### src/rtl/ramp_sample_pkg.sv
package ramp_sample_pkg;

  typedef enum logic {
    PICK_LEVEL_N  = 1'b0,
    PICK_LEVEL_N1 = 1'b1
  } level_pick_e;

  function automatic level_pick_e pick_of(input logic fine_bit);
    return fine_bit ? PICK_LEVEL_N1 : PICK_LEVEL_N;
  endfunction

endpackage

### src/rtl/code_hold.sv
module code_hold #(
  parameter int CODE_W = 8
) (
  input  logic              clk,
  input  logic              rst_n,
  input  logic              load,
  input  logic [CODE_W-1:0] din,
  output logic [CODE_W-1:0] dout
);

  always_ff @(posedge clk) begin
    if (!rst_n)    dout <= '0;
    else if (load) dout <= din;
  end

endmodule

### src/rtl/coarse_match.sv
module coarse_match #(
  parameter int COARSE_W = 6
) (
  input  logic                clk,
  input  logic                rst_n,
  input  logic                line_start,
  input  logic [COARSE_W-1:0] coarse,
  input  logic [COARSE_W-1:0] count,
  output logic                qh,
  output logic                hit,
  output logic                hit_late
);

  logic armed;

  function automatic logic codes_equal(input logic [COARSE_W-1:0] a,
                                       input logic [COARSE_W-1:0] b);
    return a == b;
  endfunction

  assign hit = armed && qh && !line_start && codes_equal(count, coarse);

  always_ff @(posedge clk) begin
    if (!rst_n) begin
      armed    <= 1'b0;
      qh       <= 1'b1;
      hit_late <= 1'b0;
    end else if (line_start) begin
      armed    <= 1'b1;
      qh       <= 1'b1;
      hit_late <= 1'b0;
    end else begin
      hit_late <= hit;
      if (hit) qh <= 1'b0;
    end
  end

endmodule

### src/rtl/cap_gate.sv
module cap_gate
  import ramp_sample_pkg::*;
(
  input  logic        clk,
  input  logic        rst_n,
  input  logic        line_start,
  input  level_pick_e pick,
  input  logic        hit,
  input  logic        hit_late,
  output logic        qs
);

  logic freeze_now;

  assign freeze_now = (pick == PICK_LEVEL_N) ? hit : hit_late;

  always_ff @(posedge clk) begin
    if (!rst_n)          qs <= 1'b1;
    else if (line_start) qs <= 1'b1;
    else if (freeze_now) qs <= 1'b0;
  end

endmodule

### src/rtl/ramp_sample_timer.sv
module ramp_sample_timer
  import ramp_sample_pkg::*;
#(
  parameter int CODE_W   = 8,
  parameter int FINE_W   = 2,
  parameter int COARSE_W = CODE_W - FINE_W,
  parameter int NCAP     = FINE_W + 1
) (
  input  logic                clk,
  input  logic                rst_n,
  input  logic                line_start,
  input  logic [CODE_W-1:0]   pix_code,
  input  logic [COARSE_W-1:0] ramp_count,
  output logic [NCAP-1:0]     qs,
  output logic                qh
);

  logic [CODE_W-1:0]   held_code;
  logic [COARSE_W-1:0] coarse;
  logic [FINE_W-1:0]   fine;
  logic                hit;
  logic                hit_late;

  code_hold #(.CODE_W(CODE_W)) u_hold (
    .clk(clk), .rst_n(rst_n), .load(line_start),
    .din(pix_code), .dout(held_code)
  );

  assign coarse = held_code[CODE_W-1:FINE_W];
  assign fine   = held_code[FINE_W-1:0];

  coarse_match #(.COARSE_W(COARSE_W)) u_match (
    .clk(clk), .rst_n(rst_n), .line_start(line_start),
    .coarse(coarse), .count(ramp_count),
    .qh(qh), .hit(hit), .hit_late(hit_late)
  );

  for (genvar k = 0; k < NCAP; k++) begin : g_cap
    level_pick_e pick;
    if (k == 0) begin : g_base
      assign pick = PICK_LEVEL_N;
    end else begin : g_weighted
      assign pick = pick_of(fine[k-1]);
    end
    cap_gate u_gate (
      .clk(clk), .rst_n(rst_n), .line_start(line_start),
      .pick(pick), .hit(hit), .hit_late(hit_late), .qs(qs[k])
    );
  end

endmodule

### config.mk
export PLATFORM = sky130hd
export DESIGN_NAME = ramp_sample_timer
export DESIGN_NICKNAME = d
export VERILOG_FILES = /design/src/rtl/ramp_sample_pkg.sv /design/src/rtl/code_hold.sv /design/src/rtl/coarse_match.sv /design/src/rtl/cap_gate.sv /design/src/rtl/ramp_sample_timer.sv
export SDC_FILE = /design/constraint.sdc
export NUM_CORES = 1
export LEC_CHECK = 0
export BUFFER_PORTS_ARGS = -buffer_cell sky130_fd_sc_hd__buf_2
export CORE_MARGIN = 1
export CORE_UTILIZATION = 46
export DETAILED_ROUTE_END_ITERATION = 16
export PLACE_DENSITY = 0.86
export SLEW_MARGIN = 20
export SYNTH_ARGS = -nofsm -noshare
export SYNTH_HDL_FRONTEND = slang
export SYNTH_SLANG_ARGS = --single-unit
### constraint.sdc
create_clock -name clk -period 1.3 [get_ports clk]
set_clock_uncertainty 0.1 [all_clocks]
set_input_delay 0.13 -clock clk [delete_from_list [all_inputs] [get_ports clk]]
set_output_delay 0.13 -clock clk [all_outputs]
set_load 0.005 [all_outputs]
== Word level (Yosys, flattened, before mapping) ==
Cells that the tools add are included.
Operators by class
  $lt $le $gt $ge: 0
  reductions and logical operators: 5
  divide/modulo/power cells: 0
  shift-type cells: 0
  bitwise gates (word level): 1
  equal/unequal tests: 1
  multipliers: 0
  multiplexer cells: 4
  add/subtract/negate cells: 0
Operator list (count)
  $eq A6 B6 Y1: 1
  $mux W1: 4
  $logic_and A1 B1 Y1: 3
  $reduce_or A2 Y1: 1
  $logic_not A1 Y1: 1
  $not A1 Y1: 1
Storage, ports and cells
  word-level logic and storage cells: 17
  bits in registers: 13
  bits in latches: 0
  output and inout bits: 4
  bits of input ports: 17
  ROM bits: 0
  memories kept: 0
  memory bits (writable): 0

== Logic depth before layout (Yosys ltp) ==
  depth after elaboration: 4
  mapped depth: 4
  gate-level depth less buffers: 3

== Cells and area by module ==
From an unflattened synthesis, not the netlist that was laid out.
Second synthesis, totals
  cells, all modules: 58
  area total of the unflattened synthesis: 623.1 µm²
Modules (own cells, without submodules)
  code_hold: cells an instance 25, seq. area each 160.2 µm², area each 301.5 µm², instances 1
  coarse_match: cells an instance 20, seq. area each 60.1 µm², area each 190.2 µm², instances 1
  cap_gate: cells an instance 4, seq. area each 20.0 µm², area each 42.5 µm², instances 3
  ramp_sample_timer: cells an instance 1, seq. area each 0.0 µm², area each 3.8 µm², instances 1

== Least setup slack after synthesis ==
Ideal clock, no wire load.
  path type: flip-flop to flip-flop
  start point: reg g_cap[0].u_gate.qs (netlist name)
  end point: reg g_cap[1].u_gate.qs
  cell stages (with the launch flop): 4
  clock period less this slack: 1.191 ns
  data required time: 1.067 ns
  library setup time: 0.133 ns
  path slack: 0.109 ns
  path buffers: 0
  arrival time: 0.958 ns
  cell sequence: dfxtp_1 > nand4b_4 > nor4b_2 > a31oi_1
RTL lines
  end signal: assignment: line cap_gate.sv:18  | if (!rst_n) qs <= 1'b1;
  end signal: assignment: line cap_gate.sv:19  | else if (line_start) qs <= 1'b1;
  end signal: assignment: line cap_gate.sv:20  | else if (freeze_now) qs <= 1'b0;
  end: declaration: line cap_gate.sv:10  | output logic qs

== Worst setup path in the final report ==
  start point: reg u_hold.dout[4]
  end point: reg g_cap[1].u_gate.qs
On the way
  cells in the longest elaborated chain, start to end: 3
Ends and longest elaborated chain
  start: declaration: line code_hold.sv:8  | output logic [CODE_W-1:0] dout
  start signal: assignment: line code_hold.sv:13  | else if (load) dout <= din;
  $eq A6 B6 Y1: line coarse_match.sv:18  | return a == b;
  $logic_and A1 B1 Y1: line coarse_match.sv:21  | assign hit = armed && qh && !line_start && codes_equal(count, coarse);
  $mux W1: line cap_gate.sv:15  | assign freeze_now = (pick == PICK_LEVEL_N) ? hit : hit_late;
Every way passes these cells.
A chain may end at the register's enable or synchronous reset.

==> flow_metrics.py <==
metrics = {
    "layout": {
        "fillCellCount": 105,
        "diodes": 0,
        "drive_gt1_share_pct": 35.00,
        "final_common_cell": "buf_2",
        "final_nets": 98,
        "fin_area_sq_um": 744.5,
        "multi_input_area_sq_um": 317.8,
        "seq_area_sq_um": 260.3,
        "final_cell_mix": "buf_2, dfxtp_1, mux2i_1, nor2b_1, xor2_1",
        "fin_cells": 94,
        "final_core_util_pct": 64.39,
        "syn_to_final_growth_pct": 23.19,
    },
    "global_routing": {
        "grt_pass1_wl_mm": 1.697,
        "grt_pass1_vias": 450,
        "grt_overflow": 0,
        "grt_max_degree": 11,
        "grtUsageTotal_pct": 17.61,
        "antenna_found_initial": 0,
    },
    "flow_run": {
        "cap_violations": 0,
    },
    "critical_path": {
        "r2r-end": "g_cap[1].u_gate.qs",
        "cp-endpoint": "g_cap[1].u_gate.qs",
        "r2r_slack_ns": 0.06,
        "path_class": "reg2reg",
        "crit_start": "u_hold.dout[4]",
        "r2r_cells": 3,
        "required_ns": 1.35,
        "arrival_ns": 1.30,
        "critical_path.max_fanout": 3,
        "r2r-start": "u_hold.dout[4]",
        "crit_path_end_kind": "flop",
        "start_kind": "flop",
    },
    "timing": {
        "setup_slack_ns": 0.05913,
        "hold_viol": 0,
        "finalCritPeriodShare_pct": 95.45,
        "max_freq_ghz": 0.8059,
        "rsz0062_at_grt": "no",
        "slew_violations": 0,
        "setup_tns_ns": 0,
        "setup_viol": 0,
        "maxSlewHeadroom_pct": 79.38,
        "period_needed_ns": 1.241,
        "worst_slew_pin_slew_ns": 0.3082,
        "hold_slack_ns": 0.01054,
    },
    "floorplan": {
        "core_sq_um": 1156,
        "ios": 21,
        "die_w_um": 38.25,
        "die_y_um": 38.25,
        "std_cell_rows": 12,
        "start_util_pct": 52.27,
        "die-area_sq_um": 1463,
    },
    "yosys": {
        "yosysTopAreaCellShare_pct": 43.06,
        "synth_fa_ha_area_share_pct": 0,
        "yosysSeqAreaShare_pct": 43.06,
        "synthMuxAreaShare_pct": 13.25,
        "synth_fp_nets": 75,
        "synthSimpleGateAreaFrac_pct": 21.74,
        "synthCells": 58,
        "ys_warn_count": 0,
        "synth-xor-area-share_pct": 10.14,
        "yosysTopAreaCell": "dfxtp_1",
        "avgSynthCellArea_sq_um": 10.42,
        "synth_seq_cells": 13,
        "syn-cell-area_sq_um": 604.3,
        "synth_compound_area_share_pct": 6.004,
        "ys_top_cells_by_area": "dfxtp_1, mux2i_1, nor2b_1, xor2_1, buf_4",
        "synth_top_family_by_area": "simple AND/OR/NAND/NOR gates",
        "yosys.cell_types.count": 17,
    },
    "routing": {
        "vias": 474,
        "ant_nets": 0,
        "drt-initial-drc-count": 3,
        "firstDrtPassIters": 2,
        "drc": 0,
        "viasPerCell": 5.043,
        "drt_wl_total_mm": 1.100,
        "wl_per_cell_um": 11.70,
    },
    "clock_network": {
        "cts_hold_buf": 0,
        "clock_path_buffers": 2,
        "cts_tree": "done",
        "htree_levels": 1,
        "cts_buffers": 3,
        "post_cts_buffers": 0,
        "clk_pin_slew_ns": 0.08,
        "cts_root_buffer": "clkbuf_4",
        "cts.sinks": 13,
        "clk_latency_ns": 0.27,
        "post_cts_resize_count": 0,
    },
    "power": {
        "p_per_area_nw_per_um2": 1062,
        "total_power_uw": 790.4,
        "p_leak_nw": 0.3479,
        "peakVddDrop_uv": 596.9,
    },
    "placement": {
        "gp_congestion": 0.7820,
        "pre_cts_slack_ns": 0.04574,
        "dp.final_hpwl_um": 845.3,
        "io_buffers": 20,
        "post_dp_cell_area_sq_um": 709.4,
        "dp.cells": 90,
    },
    "min_path": {
        "whs_path_depth": 3,
        "hp-class": "in2reg",
    },
    "outcome": {
        "status": "finished, final reports clean",
    },
}
-- where the power goes --
group | total (mW) | internal, mW | leakage, nW | switching [mW]
clock network | 0.249 | 0.119 | 0.0150 | 0.130
logic | 0.113 | 0.0612 | 0.226 | 0.0523
registers | 0.428 | 0.415 | 0.107 | 0.0130
-- cells in the mapped netlist --
library cell / number
a21oi_1: 2
a31oi_1: 3
and4_1: 1
buf_2: 1
buf_4: 4
dfxtp_1: 13
mux2i_1: 8
nand2_1: 2
nand2b_1: 1
nand4b_4: 1
nor2_1: 4
nor2b_1: 8
nor3_1: 1
nor4b_2: 1
o21a_1: 1
xnor2_1: 2
xor2_1: 5
-- per-layer routing --
metal	track usage, %	up-vias	part of all wire, %
li1	-	240	-
met1	18.01	213	43
met2	32.20	17	50
met3	3.488	4	4.7
met4	10.71	0	1.5
met5	0	-	0
-- registers in the layout (all words and copies together) (netlist names) --
name	cells
g_cap.u_gate.qs	3
u_match.armed	1
u_hold.dout	8
u_match.hit_late	1
-- worst min-delay path by stage --
stage	start	to	slack, ns
final	pix_code[5]	u_hold.dout[5]	0.01
after global routing	pix_code[1]	u_hold.dout[1]	0.02
after CTS	pix_code[5]	u_hold.dout[5]	0.008
after detailed placement	pix_code[5]	u_hold.dout[5]	0.30
after global placement	pix_code[1]	u_hold.dout[1]	0.29
after floorplan	pix_code[0]	u_hold.dout[0]	0.20
-- worst max-delay path, stage by stage, from the launching register on --
cell and delay (ns):
dfxtp_1 0.33, xnor2_1 0.24, nor4b_4 0.32, a31oi_1 0.13
-- cells by family (layout without fill, tap and decap cells) --
| logic type | count (synthesis) | count (layout) |
|---|---|---|
| xor gates and xnor gates | 7 | 7 |
| and+or+nand+nor | 19 | 19 |
| muxes | 8 | 8 |
| buffers and inverters | 5 | 27 |
| AOI/OAI and AO/OA | 6 | 6 |
| DFF | 13 | 13 |
-- cell type report --
type	count	share of cell area, %
repair buffers	23	16.47
multi-input cells	40	42.69
flip-flops and latches	13	34.96
clock buffers	4	3.529
well taps	14	2.353
No activity file was read; power rests on OpenSTA's default activity.
